### src/rtl/sclk_div_pkg.sv
package sclk_div_pkg;

   // Register select encoding on the write port.
   localparam logic SEL_PSC  = 1'b0;
   localparam logic SEL_RATE = 1'b1;

   // Pair of strobes produced by the rate stage.
   typedef struct packed {
      logic bit_tick;
      logic half_tick;
   } strobe_t;

   // Smallest divisor the prescaler ever applies.
   localparam int unsigned MIN_DIV = 2;

endpackage

### src/rtl/sclk_cfg_regs.sv
module sclk_cfg_regs
   import sclk_div_pkg::*;
#(
   parameter int unsigned PSC_W  = 8,
   parameter int unsigned RATE_W = 8,
   parameter int unsigned DATA_W = 8
) (
   input  logic              clk,
   input  logic              rst_n,
   input  logic              wr_en,
   input  logic              wr_sel,
   input  logic [DATA_W-1:0] wr_data,
   output logic [PSC_W-1:0]  psc_q,
   output logic [RATE_W-1:0] rate_q
);

   // Only the upper bits of the divisor are stored; bit 0 is a constant zero.
   logic [PSC_W-1:1] psc_hi;

   always_ff @(posedge clk) begin
      if (!rst_n) begin
         psc_hi <= '0;
      end else if (wr_en && (wr_sel == SEL_PSC)) begin
         psc_hi <= wr_data[PSC_W-1:1];
      end
   end

   always_ff @(posedge clk) begin
      if (!rst_n) begin
         rate_q <= '0;
      end else if (wr_en && (wr_sel == SEL_RATE)) begin
         rate_q <= wr_data[RATE_W-1:0];
      end
   end

   assign psc_q = {psc_hi, 1'b0};

endmodule

### src/rtl/sclk_prescaler.sv
module sclk_prescaler
   import sclk_div_pkg::*;
#(
   parameter int unsigned PSC_W = 8
) (
   input  logic             clk,
   input  logic             rst_n,
   input  logic             en,
   input  logic [PSC_W-1:0] psc_q,
   output logic             pre_tc,
   output logic             pre_mid
);

   localparam logic [PSC_W-1:0] DIV_FLOOR = PSC_W'(MIN_DIV);

   logic [PSC_W-1:0] pcnt;
   logic [PSC_W-1:0] div_eff;
   logic [PSC_W-1:0] last_cnt;
   logic [PSC_W-1:0] mid_cnt;

   // A stored zero would stall the count; fall back to the smallest divisor.
   assign div_eff  = (psc_q == '0) ? DIV_FLOOR : psc_q;
   assign last_cnt = div_eff - PSC_W'(1);
   assign mid_cnt  = (div_eff >> 1) - PSC_W'(1);

   // Terminal on "at or past" so a shrunken divisor ends the count at once.
   assign pre_tc  = en && (pcnt >= last_cnt);
   assign pre_mid = en && (pcnt == mid_cnt);

   always_ff @(posedge clk) begin
      if (!rst_n) begin
         pcnt <= '0;
      end else if (!en || pre_tc) begin
         pcnt <= '0;
      end else begin
         pcnt <= pcnt + PSC_W'(1);
      end
   end

endmodule

### src/rtl/sclk_rate_stage.sv
module sclk_rate_stage
   import sclk_div_pkg::*;
#(
   parameter int unsigned RATE_W = 8
) (
   input  logic              clk,
   input  logic              rst_n,
   input  logic              en,
   input  logic              pre_tc,
   input  logic              pre_mid,
   input  logic [RATE_W-1:0] rate_q,
   output strobe_t           strobe
);

   logic [RATE_W-1:0] scnt;
   logic              at_end;
   logic              mid_slot;
   logic              mid_hit;

   assign at_end = (scnt >= rate_q);

   // Mid-period point: with rate+1 odd the half falls inside a prescaler
   // period, with rate+1 even it falls on a prescaler terminal count.
   assign mid_slot = (scnt == (rate_q >> 1));
   assign mid_hit  = mid_slot && (rate_q[0] ? pre_tc : pre_mid);

   assign strobe.bit_tick  = pre_tc && at_end;
   assign strobe.half_tick = (pre_tc && at_end) || (en && mid_hit);

   always_ff @(posedge clk) begin
      if (!rst_n) begin
         scnt <= '0;
      end else if (!en) begin
         scnt <= '0;
      end else if (pre_tc) begin
         scnt <= at_end ? '0 : (scnt + RATE_W'(1));
      end
   end

endmodule

### src/rtl/sclk_divider.sv
module sclk_divider
   import sclk_div_pkg::*;
#(
   parameter int unsigned PSC_W    = 8,
   parameter int unsigned RATE_W   = 8,
   parameter int unsigned TICK_REG = 0,
   localparam int unsigned DATA_W  = (PSC_W > RATE_W) ? PSC_W : RATE_W
) (
   input  logic              clk,
   input  logic              rst_n,
   input  logic              en,
   input  logic              cfg_we,
   input  logic              cfg_sel,
   input  logic [DATA_W-1:0] cfg_wdata,
   output logic [PSC_W-1:0]  psc_rd,
   output logic [RATE_W-1:0] rate_rd,
   output logic              bit_tick,
   output logic              half_tick
);

   generate
      if (PSC_W < 2) begin : g_bad_psc_w
         $error("PSC_W must be at least 2");
      end
      if (RATE_W < 1) begin : g_bad_rate_w
         $error("RATE_W must be at least 1");
      end
      if (TICK_REG > 1) begin : g_bad_tick_reg
         $error("TICK_REG must be 0 or 1");
      end
   endgenerate

   logic    pre_tc;
   logic    pre_mid;
   strobe_t strobe;
   logic    tick_raw;
   logic    half_raw;

   sclk_cfg_regs #(
      .PSC_W  (PSC_W),
      .RATE_W (RATE_W),
      .DATA_W (DATA_W)
   ) u_regs (
      .clk     (clk),
      .rst_n   (rst_n),
      .wr_en   (cfg_we),
      .wr_sel  (cfg_sel),
      .wr_data (cfg_wdata),
      .psc_q   (psc_rd),
      .rate_q  (rate_rd)
   );

   sclk_prescaler #(
      .PSC_W (PSC_W)
   ) u_pre (
      .clk     (clk),
      .rst_n   (rst_n),
      .en      (en),
      .psc_q   (psc_rd),
      .pre_tc  (pre_tc),
      .pre_mid (pre_mid)
   );

   sclk_rate_stage #(
      .RATE_W (RATE_W)
   ) u_rate (
      .clk     (clk),
      .rst_n   (rst_n),
      .en      (en),
      .pre_tc  (pre_tc),
      .pre_mid (pre_mid),
      .rate_q  (rate_rd),
      .strobe  (strobe)
   );

   assign tick_raw = strobe.bit_tick;
   assign half_raw = strobe.half_tick;

   generate
      if (TICK_REG == 1) begin : g_out_reg
         strobe_t strobe_q;
         always_ff @(posedge clk) begin
            if (!rst_n) begin
               strobe_q <= '0;
            end else begin
               strobe_q <= strobe;
            end
         end
         assign bit_tick  = strobe_q.bit_tick;
         assign half_tick = strobe_q.half_tick;
      end else begin : g_out_comb
         assign bit_tick  = strobe.bit_tick;
         assign half_tick = strobe.half_tick;
      end
   endgenerate

endmodule

### config.mk
export PLATFORM = sky130hd
export DESIGN_NAME = sclk_divider
export DESIGN_NICKNAME = d
export VERILOG_FILES = /design/src/rtl/sclk_div_pkg.sv /design/src/rtl/sclk_cfg_regs.sv /design/src/rtl/sclk_prescaler.sv /design/src/rtl/sclk_rate_stage.sv /design/src/rtl/sclk_divider.sv
export SDC_FILE = /design/constraint.sdc
export NUM_CORES = 1
export LEC_CHECK = 0
export CAP_MARGIN = 25
export CORE_MARGIN = 1.5
export CORE_UTILIZATION = 40
export CTS_CLUSTER_DIAMETER = 150
export CTS_CLUSTER_SIZE = 25
export DETAILED_ROUTE_END_ITERATION = 12
export DONT_BUFFER_PORTS = 1
export GPL_TIMING_DRIVEN = 0
export MAX_ROUTING_LAYER = met4
export PLACE_DENSITY_LB_ADDON = 0.25
export SYNTH_ARGS = -nofsm -noshare
export SYNTH_HDL_FRONTEND = slang
export SYNTH_SLANG_ARGS = --single-unit
### constraint.sdc
create_clock -name clk -period 5.76 [get_ports clk]
set_clock_uncertainty 0.1 [all_clocks]
set_input_delay 0.576 -clock clk [delete_from_list [all_inputs] [get_ports clk]]
set_output_delay 0.576 -clock clk [all_outputs]
set_load 0.02 [all_outputs]
# Word-level counts from Yosys, hierarchy flattened

Index checks and enable logic that the tools add are counted.

Output and inout bits: 18
Bits of input ports: 13
Bits in registers: 31
Logic and storage cells: 30

Eq/ne operators: 2
Bitwise operators: 2
Mux-type cells: 3
$add $sub $neg: 4
Reduce and logical (&&, ||, !) cells: 13
Order comparisons: 2

Operators with widths:

| kind                                              | count |
|---|---|
| adder 8 x 1 -> 8 bit (second input constant)      | 2 |
| greater-or-equal comparator 8 bit                 | 2 |
| 2-to-1 mux 8 bit                                  | 2 |
| == test 8 x 7 -> 1 bit                            | 1 |
| == test 8 bit                                     | 1 |
| zero test 8 bit                                   | 1 |
| subtractor 7 x 1 -> 8 bit (second input constant) | 1 |
| subtractor 8 x 1 -> 8 bit (second input constant) | 1 |
| logical AND 1 bit                                 | 7 |
| logical OR 1 bit                                  | 2 |
| NOT 1 bit                                         | 2 |
| AND reduction 2 bit                               | 1 |
| OR reduction 2 bit                                | 1 |
| zero test 1 bit                                   | 1 |
| 2-to-1 mux 1 bit                                  | 1 |

# Longest topological paths before layout

Gate-level depths: netlist of the first run.

Depth after elaboration: 9
Depth in mapped cells: 14
Mapped depth without buffers: 14

# Modules after synthesis

Synthesis of the first run repeated with hierarchy kept, for this count alone.

Cells, all modules: 244
Area total of the unflattened synthesis: 2,114.5 µm²

Modules (own cells, without submodules):

| module          | area each (µm²) | cells each | times used |
|---|---|---|---|
| sclk_prescaler  | 837.1           | 109        | 1 |
| sclk_rate_stage | 688.2           | 74         | 1 |
| sclk_cfg_regs   | 589.3           | 61         | 1 |

# Least setup slack after synthesis of the first run

No wires, ideal clock.

Path type: reg-to-output
Start: reg u_regs.psc_hi[4] (netlist name)
End: out half_tick
Path buffers: 0
Stages on the path, launching flop included: 13
Arrival time: 3,022 ps
Slack: 2,062 ps
Cells stage by stage: dfxtp_1 nor4_1 nand2_1 o21bai_1 inv_1 ha_1 nor3b_1 xnor2_1 ha_1 a21o_2 o311ai_4 o22a_2 o21ai_1

Word-level cells in the longest chain between the ends: 9
Elaborated cells on any way between the ends: 13
Those cells by class: add/sub (2); order compare (1); eq/ne (1); mux (2); reduce/logical (7)

Ends and longest elaborated chain:

| item                                                                          | line                                       | RTL |
|---|---|---|
| start: declaration                                                            | sclk_cfg_regs.sv:18                        | `logic [PSC_W-1:1] psc_hi;` |
| start signal: assignment                                                      | sclk_cfg_regs.sv:24                        | `psc_hi <= wr_data[PSC_W-1:1];` |
| zero test 8 bit                                                               | sclk_prescaler.sv:22                       | `assign div_eff = (psc_q == '0) ? DIV_FLOOR : psc_q;` |
| 2-to-1 mux 8 bit *                                                            | sclk_prescaler.sv:22                       |  |
| subtractor 8 x 1 -> 8 bit / subtractor 7 x 1 -> 8 bit (equally long branches) | sclk_prescaler.sv:23, sclk_prescaler.sv:24 |  |
| greater-or-equal comparator 8 bit / == test 8 bit (equally long branches)     | sclk_prescaler.sv:27, sclk_prescaler.sv:28 |  |
| logical AND 1 bit, on equally long branches                                   | sclk_prescaler.sv:27, sclk_prescaler.sv:28 |  |
| 2-to-1 mux 1 bit                                                              | sclk_rate_stage.sv:25                      | `assign mid_hit = mid_slot && (rate_q[0] ? pre_tc : pre_mid);` |
| logical AND 1 bit                                                             | sclk_rate_stage.sv:25                      |  |
| logical AND 1 bit                                                             | sclk_rate_stage.sv:28                      | `assign strobe.half_tick = (pre_tc && at_end) \|\| (en && mid_hit);` |
| logical OR 1 bit *                                                            | sclk_rate_stage.sv:28                      |  |
| end: declaration                                                              | sclk_divider.sv:18                         | `output logic half_tick` |

Mark *: on every way between the ends. The rest lies on a longest branch, timed or not.

# Worst setup path in the final report of the first run

Same ends and word-level chain as after synthesis.

==> metrics, run 1 <==
most frequent cells in the layout=nand2_1, dfxtp_1, nor2_1; worst r2r dst=u_rate.scnt[6]$_SDFFE_PN0N_; GPL Wtd Cong=0.797; Buffers on Ports=0; Clock Latency Late Sink=270 ps; crit path DAT=3760 ps; outcome=complete, no violations; CTS tree=built; Pwr Density=223 nW/um^2; fmax=0.225 GHz; Worst Hold Path EP=u_regs.rate_q[1]$_SDFFE_PN0P_; Tightest Pin Transition=509 ps; Setup TNS=0 ps; CP Class=reg2out; # resized after CTS=0; Std-Cell Rows=25; DR vias=1564; Max FO, Critical Path=10; # H-tree levels=2; Hold Path Stages=1; ys flop type=dfxtp_1; post-synthesis register bit count=31; fraction of registers with async set/reset=0%; Root Driver=clkbuf_8; Fin. Hold Viols=0; Routed Antenna Nets=0; I/O pins=31; Post-synth EDFFs=0; Die X=73.2 microns; critical path launch point type=flop; total CTS buffers=5; largest net degree at the start of global routing=11; leak pwr=0.796 nW; first drt pass iteration count=4; Max Slew Vio Count=0; r2r setup slk=2120 ps; DR WL/cell=13.1 microns; Initial Util=41.7%; Total Wirelength=4040 microns; max-cap violation count=0; syn_nets=264; core area=4720 sq um; die height=73.2 microns; layout cells sized above 1=7.47%; Cells after Synth=233; R2R depth=13; path category of the worst min-delay check=in2reg; Setup Buffers After CTS=0; initial antenna violation count=0; total gr overflow=0; vias in the first global route=1527; clk sinks=31; mean post-synth cell area=8.46 sq um; Avg Vias per Cell=5.08; area grow syn2layout=8.38%; fin crit share=77.0%; Post-Place Cells=300; ant diodes=0; final setup fails=0; clock-pin slew on the worst setup and hold paths=60 ps; Crit. End Element=output pin; Syn. warnings=0; HP Start=rst_n; dpl hpwl=3180 microns; post-route insts no fill=308; Final #Nets=271; Final min period=4440 ps; first-pass GRT wire length=6780 microns; die area=5360 sq um; Max IR drop VDD=129 uV; CP required=5080 ps; total track usage=17.0%; FF-to-FF Start=u_regs.psc_hi[4]$_SDFFE_PN0P_; Max clock buf depth=2; unique cell type count in the Yosys netlist=44; RSZ-0062 raised after global routing=false; sequential fraction of the synthesis area=31.5%; synthesized area=1970 sq um; CTS Hold Buffers Added=0; headroom to the max-slew limit=66.0%; Iteration-0 DRC Markers=32; DRC violations left=0
## layer usage
metal,GRT usage (%),vias to the layer above,share of wire [%]
met5,-,-,0
li1,-,811,-
met4,4.40,0,0.72
met3,6.35,2,6.7
met2,26.7,36,46
met1,20.6,715,47
## report_power, final
group	total [mW]	switching (mW)	internal, mW
sequential	0.235	0.0152	0.220
clock	0.162	0.0769	0.0846
combinational	0.0805	0.0450	0.0355
total	0.477	0.137	0.340
## through the flow
| step | cell area [sq um] | util, % | power, mW | hold slack [ps] | worst slack (ps) |
|---|---|---|---|---|---|
| final | 2140 | 45.2 | 0.477 | 350 | 1320 |
| after global routing | 2140 | 45.2 | 0.507 | 342 | 992 |
| after CTS | 2140 | 45.2 | 0.483 | 344 | 1320 |
| after detailed placement | 2050 | 43.5 | 0.322 | 447 | 1630 |
| after global placement | 2050 | 43.5 | 0.320 | 449 | 1660 |
| after floorplan | 1970 | - | 0.305 | 401 | 2060 |
## worst max-delay path, stage by stage (launching register included)
cell and delay, ps:
dfxtp_1 440, nor4_1 410, nand2_1 130, o21bai_1 270, inv_1 80, ha_1 220
nor3b_1 160, xnor2_1 270, ha_1 320, a21o_2 260, o311ai_4 490, o22a_2 250
o21ai_1 180
## Yosys cell counts (all sizes together) (2+ instances only)
cell / number / area [sq um]
xnor2: 17 / 149
clkbuf: 3 / 11.3
and3: 2 / 12.5
ha: 18 / 225
nor4: 3 / 25.0
dfxtp: 31 / 621
a21oi: 4 / 23.8
nand2: 31 / 116
o21bai: 2 / 15.0
nor3: 6 / 41.3
xor2: 10 / 87.6
buf: 2 / 18.8
nor2: 22 / 82.6
inv: 15 / 56.3
nor2b: 3 / 18.8
nand2b: 3 / 18.8
nand4: 2 / 12.5
mux2i: 2 / 20.0
a21o: 3 / 23.8
a21boi: 15 / 113
nand3: 18 / 90.1
o21ai: 5 / 25.0
o22ai: 2 / 18.8
## how the worst max path moves through the flow
stage / slack [ps] / endpoint / start / depth (start not counted)
finish: 1320 / half_tick / u_regs.psc_hi[4]$_SDFFE_PN0P_ / 12
global route: 990 / half_tick / u_regs.psc_hi[4]$_SDFFE_PN0P_ / 13
CTS: 1320 / half_tick / u_regs.psc_hi[4]$_SDFFE_PN0P_ / 12
detailed placement: 1630 / half_tick / u_regs.psc_hi[4]$_SDFFE_PN0P_ / 12
global placement: 1660 / half_tick / u_regs.psc_hi[5]$_SDFFE_PN0P_ / 12
floorplan: 2060 / half_tick / u_regs.psc_hi[4]$_SDFFE_PN0P_ / 12
## cell families after synthesis
group	share of synthesized area, %
AND/OR/NAND/NOR	23.0
AO/OA/AOI/OAI	16.5
flip-flops	31.5
XOR/XNOR	12.0
buffers and inverters	4.38
adder cells (fa/ha/maj)	11.4
multiplexers	1.02
other	0.190
## state kept, by name, indices dropped and copies added, names as in the netlist
register	flops
u_pre.pcnt	8
u_regs.rate_q	8
u_rate.scnt	8
u_regs.psc_hi	7
## area by class of cell
type / instances / area (sq um)
buffer: 5 / 30.0
clock buffer: 7 / 76.3
clock inverter: 1 / 5.00
fill: 486 / 2590
inverter: 15 / 56.3
multi-input combinational: 182 / 1260
sequential: 31 / 621
tap: 67 / 83.8
Note: power is estimated with default switching activity, not from simulation.
==> run 2: changes to the inputs <==
==> constraint.sdc (replaced) <==
create_clock -name clk -period 4.4 [get_ports clk]
set_clock_uncertainty 0.1 [all_clocks]
set_input_delay 0.44 -clock clk [delete_from_list [all_inputs] [get_ports clk]]
set_output_delay 0.44 -clock clk [all_outputs]
set_load 0.02 [all_outputs]
==> metrics, run 2 (synthesis gave the netlist of run 1 again) <==
Worst path max stage delay=510 ps (was 490 ps); clk sinks=31 (unchanged); total track usage=17.0% (unchanged); Slowest-stage cell, CP=o311ai_4 (unchanged); path category of the worst min-delay check=in2reg (unchanged); die height=73.2 microns (unchanged); Root Driver=clkbuf_8 (unchanged); RSZ-0062 raised after global routing=false (unchanged); Final #Nets=271 (unchanged); DR vias=1564 (unchanged); final setup fails=0 (unchanged); CTS tree=built (unchanged); Std-Cell Rows=25 (unchanged); crit path DAT=3560 ps (was 3760 ps); overall power=0.626 mW (was 0.477 mW); total gr overflow=0 (unchanged); Max IR drop VDD=168 uV (was 129 uV); DRC violations left=0 (unchanged); Final min period=4100 ps; Setup TNS=0 ps (unchanged); leak pwr=0.802 nW (was 0.796 nW); filler instances=482 (was 486); layout cells sized above 1=8.71% (was 7.47%); ant diodes=0 (unchanged); WP buf/inv=1 (unchanged); core area=4720 sq um (unchanged); minimum hold slack=213 ps (was 350 ps); Total Wirelength=4010 microns (was 4040 microns); total CTS buffers=5 (unchanged); Crit path max-delay family=compound AO/OA/AOI/OAI gates (unchanged); first-pass GRT wire length=6780 microns (unchanged); outcome=complete, no violations (unchanged); Placed Area=2050 sq um (unchanged); clock-pin slew on the worst setup and hold paths=60 ps (about the same); area grow syn2layout=9.08% (was 8.38%); most frequent cells in the layout=nand2_1, dfxtp_1, nor2_1 (unchanged); GPL Wtd Cong=0.797 (unchanged); die area=5360 sq um (unchanged); Iteration-0 DRC Markers=37 (was 32); Fin. Hold Viols=0 (unchanged); Crit. End Element=output pin (unchanged); DR WL/cell=13.0 microns (was 13.1 microns); biggest regs=u_pre.pcnt x8, u_rate.scnt x8, u_regs.rate_q x8 (unchanged); Initial Util=41.7% (unchanged); critical path launch point type=flop (unchanged); Setup Buffers After CTS=0 (unchanged); design area=2150 sq um (was 2140 sq um); dpl hpwl=3180 microns (unchanged); Max Slew Vio Count=0 (unchanged); Tightest Pin Transition=509 ps (about the same); first drt pass iteration count=4 (unchanged); Die X=73.2 microns (unchanged); Max clock buf depth=2 (unchanged); CTS Hold Buffers Added=0 (unchanged); Clock Latency Late Sink=270 ps (about the same); Pwr Density=291 nW/um^2 (was 223 nW/um^2); Storage cell area=621 sq um (unchanged); # H-tree levels=2 (unchanged); Routed Antenna Nets=0 (unchanged); Avg Vias per Cell=5.08 (unchanged); fmax=0.244 GHz; initial antenna violation count=0 (unchanged); Multi-input gate area=1280 sq um (was 1260 sq um); Most common cell on crit path=ha_1 (unchanged); max-cap violation count=0 (unchanged); I/O pins=31 (unchanged); CP required=3860 ps (was 5080 ps); headroom to the max-slew limit=66.0% (about the same); crit-path cells=nor4_2, nand2_1, o21bai_2, inv_1, ha_1, nor3b_1, xnor2_1, ha_1, a21o_2, o311ai_4, o22a_2, o21ai_2 (was nor4_1, nand2_1, o21bai_1, inv_1, ha_1, nor3b_1, xnor2_1, ha_1, a21o_2, o311ai_4, o22a_2, o21ai_1); CP Class=reg2out (unchanged); largest net degree at the start of global routing=11 (unchanged); Buffers on Ports=0 (unchanged); fin crit share=93.3%; Util after Layout=45.5% (was 45.2%); vias in the first global route=1527 (unchanged); Max FO, Critical Path=10 (unchanged)
==> run 2: worst paths after layout <==
kind,startpoint,end,slack [ps],depth (start not counted)
hold reg to reg,u_pre.pcnt[7]$_SDFF_PP0_,u_pre.pcnt[7]$_SDFF_PP0_,480,2
setup / recovery,u_regs.psc_hi[4]$_SDFFE_PN0P_,half_tick,300,12
hold / removal,cfg_wdata[5],u_regs.psc_hi[5]$_SDFFE_PN0P_,210,2
setup reg to reg,u_regs.psc_hi[4]$_SDFFE_PN0P_,u_rate.scnt[6]$_SDFFE_PN0N_,890,13
==> run 2: area by class of cell <==
| cell class | instances | share of cell area, % |
|---|---|---|
| multi-input cells | 182 | 59.4 |
| flip-flops and latches | 31 | 28.9 |
| well taps | 67 | 3.90 |
| clock buffers | 7 | 3.55 |
| inverters | 15 | 2.62 |
| plain buffers | 5 | 1.40 |
| clock inverters | 1 | 0.233 |
==> run 2: where the power goes <==
part / internal [mW] / switching, mW / leakage (nW)
sequential: 0.288 / 0.0201 / 0.252
clock: 0.111 / 0.100 / 0.0422
combinational: 0.0475 / 0.0597 / 0.508
total: 0.447 / 0.180 / 0.802
==> run 2: what timing repair did <==
action | 4_1_cts | 5_1_grt
endpoints found under the hold margin | 0 | 0
setup endpoints to repair | 0 | 2
gates resized for setup | 0 | 3
==> run 2: routing by layer <==
| metal | part of all wire, % | track usage, % |
|---|---|---|
| met3 | 6.5 | 6.35 |
| met1 | 47 | 20.6 |
| met4 | 0.72 | 4.40 |
| met5 | 0 | - |
| met2 | 46 | 26.7 |
==> run 2: metrics by stage <==
step	instances	setup WS, ps
after floorplan	233	838
after global placement	300	433
after detailed placement	300	404
after CTS	308	96.6
after global routing	308	38.0
final	308	296
==> run 3: changes to the inputs <==
--- a/config.mk
+++ b/config.mk
@@ -5,13 +5,13 @@
 export SDC_FILE = /design/constraint.sdc
 export NUM_CORES = 1
 export LEC_CHECK = 0
+export BUFFER_PORTS_ARGS = -buffer_cell sky130_fd_sc_hd__buf_2
 export CAP_MARGIN = 25
 export CORE_MARGIN = 1.5
 export CORE_UTILIZATION = 40
 export CTS_CLUSTER_DIAMETER = 150
 export CTS_CLUSTER_SIZE = 25
 export DETAILED_ROUTE_END_ITERATION = 12
-export DONT_BUFFER_PORTS = 1
 export GPL_TIMING_DRIVEN = 0
 export MAX_ROUTING_LAYER = met4
 export PLACE_DENSITY_LB_ADDON = 0.25
==> metrics, run 3 (synthesis gave the netlist of run 1 again) <==
fin crit share=93.9% (was 93.3%); Sw Pwr=0.181 mW (was 0.180 mW); largest net degree at the start of global routing=11 (unchanged); setup ws final=270 ps (was 296 ps); Max IR drop VDD=179 uV (was 168 uV); core area=4720 sq um (unchanged); R2R depth=15 (was 13); Max FO, Critical Path=7 (was 10); vias in the first global route=1614 (was 1527); CP required=3860 ps (about the same); die height=73.2 microns (unchanged); Max clock buf depth=2 (unchanged); Initial Util=41.7% (unchanged); clk sinks=31 (unchanged); dpl hpwl=3300 microns (was 3180 microns); final setup fails=0 (unchanged); CTS tree=built (unchanged); # H-tree levels=2 (unchanged); leak pwr=0.935 nW (was 0.802 nW); Setup crit start=u_regs.psc_hi[4]$_SDFFE_PN0P_ (unchanged); GPL Wtd Cong=0.777 (was 0.797); die area=5360 sq um (unchanged); Final min period=4130 ps (was 4100 ps); internal power=0.449 mW (was 0.447 mW); Crit path max-delay family=compound AO/OA/AOI/OAI gates (unchanged); clock-pin slew on the worst setup and hold paths=60 ps (about the same); Gate power share=20.6% (was 17.1%); Avg Vias per Cell=5.04 (was 5.08); max-cap violation count=0 (unchanged); crit-path cells=nor4_2, nand2_1, o21bai_1, inv_1, ha_1, nor3b_1, xnor2_1, ha_1, nand4_1, o22ai_2, nor2_1, o21a_1, o22a_2, o21ai_1, buf_2 (was nor4_2, nand2_1, o21bai_2, inv_1, ha_1, nor3b_1, xnor2_1, ha_1, a21o_2, o311ai_4, o22a_2, o21ai_2); Worst path depth=15 (was 12); critical path launch point type=flop (unchanged); DR WL/cell=12.6 microns (was 13.0 microns); first drt pass iteration count=4 (unchanged); total CTS buffers=5 (unchanged); Std-Cell Rows=25 (unchanged); Crit. End Element=output pin (unchanged); fmax=0.242 GHz (was 0.244 GHz); layout cells sized above 1=17.8% (was 8.71%); CP Class=reg2out (unchanged); pre-CTS setup slack=423 ps (was 404 ps); Sw Ratio=28.8% (was 28.7%); first-pass GRT wire length=7330 microns (was 6780 microns); Fin. Hold Viols=0 (unchanged); Util after Layout=48.4% (was 45.5%); total gr overflow=0 (unchanged); total track usage=18.4% (was 17.0%); Sequential Power Share=47.6% (was 49.2%); Max Slew Vio Count=0 (unchanged); path category of the worst min-delay check=in2reg (unchanged); Die X=73.2 microns (unchanged); area grow syn2layout=16.0% (was 9.08%); Pwr Density=276 nW/um^2 (was 291 nW/um^2); Most common cell on crit path=ha_1 (unchanged); Routed Antenna Nets=0 (unchanged); design area=2290 sq um (was 2150 sq um); biggest regs=u_pre.pcnt x8, u_rate.scnt x8, u_regs.rate_q x8 (unchanged); Placed Area=2200 sq um (was 2050 sq um); Hold Path Stages=3 (was 2); overall power=0.630 mW (was 0.626 mW); DRC violations left=0 (unchanged); FF-to-FF Start=u_regs.psc_hi[4]$_SDFFE_PN0P_ (unchanged); Root Driver=clkbuf_8 (unchanged); ant diodes=0 (unchanged); HP Start=cfg_wdata[6] (was cfg_wdata[5]); Slowest-stage cell, CP=dfxtp_1 (was o311ai_4); initial antenna violation count=0 (unchanged); Final #Nets=301 (was 271); Worst path max stage delay=390 ps (was 510 ps); Buffers on Ports=29 (was 0); WP buf/inv=2 (was 1); I/O pins=31 (unchanged); DR vias=1694 (was 1564); Clock Power Share=31.9% (was 33.7%); crit path DAT=3590 ps (was 3560 ps); Iteration-0 DRC Markers=71 (was 37); Total Wirelength=4230 microns (was 4010 microns); Clock Latency Late Sink=280 ps (was 270 ps); outcome=complete, no violations (unchanged); most frequent cells in the layout=nand2_1, dfxtp_1, buf_2 (was nand2_1, dfxtp_1, nor2_1)
[run 3: worst paths after layout]
path                                                 endpoint  slack (ps)
worst max-delay path                                half_tick         270
worst min-delay path            u_regs.psc_hi[6]$_SDFFE_PN0P_         320
worst max register to register    u_rate.scnt[7]$_SDFFE_PN0N_         860
worst min register to register  u_regs.psc_hi[2]$_SDFFE_PN0P_         390
[run 3: timing repair]
| item | 4_1_cts | 5_1_grt |
|---|---|---|
| endpoints found under the setup margin | 0 | 2 |
| buffers inserted | 0 | 1 |
| hold buffers | 0 | 0 |
| resized for setup | 0 | 1 |
[run 3: area by class of cell]
cell class                 count  area, sq um
buffer                         5         30.0
tap                           67         83.8
multi-input combinational    182         1270
clock buffer                   6         72.6
timing repair buffer          30          153
sequential                    31          621
inverter                      15         56.3
fill                         481         2440
[run 3: power groups by stage]
| stage | Clock, mW | Sequential [mW] | Combinational (mW) |
|---|---|---|---|
| final | 0.201 | 0.300 | 0.129 |
| after CTS | 0.205 | 0.300 | 0.130 |
| after global routing | 0.219 | 0.301 | 0.147 |
| after floorplan | 0 | 0.311 | 0.0887 |
| after global placement | 0 | 0.306 | 0.127 |
| after detailed placement | 0 | 0.306 | 0.129 |
[run 3: layer usage]
metal / track usage, % / routed length (microns) / up-vias
met5: - / 0 / -
met3: 4.14 / 137 / 4
met4: 5.66 / 47 / 0
met2: 28.7 / 1980 / 33
li1: - / - / 874
met1: 23.6 / 2060 / 783
[run 3: worst reg2reg max path: stages (launching register included)]
cell      delay [ps]
dfxtp_1          390
nor4_2           350
nand2_1          110
o21bai_1         290
inv_1             80
ha_1             220
nor3b_1          160
xnor2_1          180
ha_1             350
nand4_1          120
o22ai_2          270
o311ai_4         110
buf_4            180
nor4_2           290
xnor2_1          150
nor2_1            60
[run 3: through the flow]
stage | std cells | hold slack, ps | TNS, ps
after floorplan | 233 | 401 | 0
after global placement | 329 | 383 | 0
after detailed placement | 329 | 388 | 0
after CTS | 335 | 319 | 0
after global routing | 336 | 340 | -16.6
final | 336 | 324 | 0
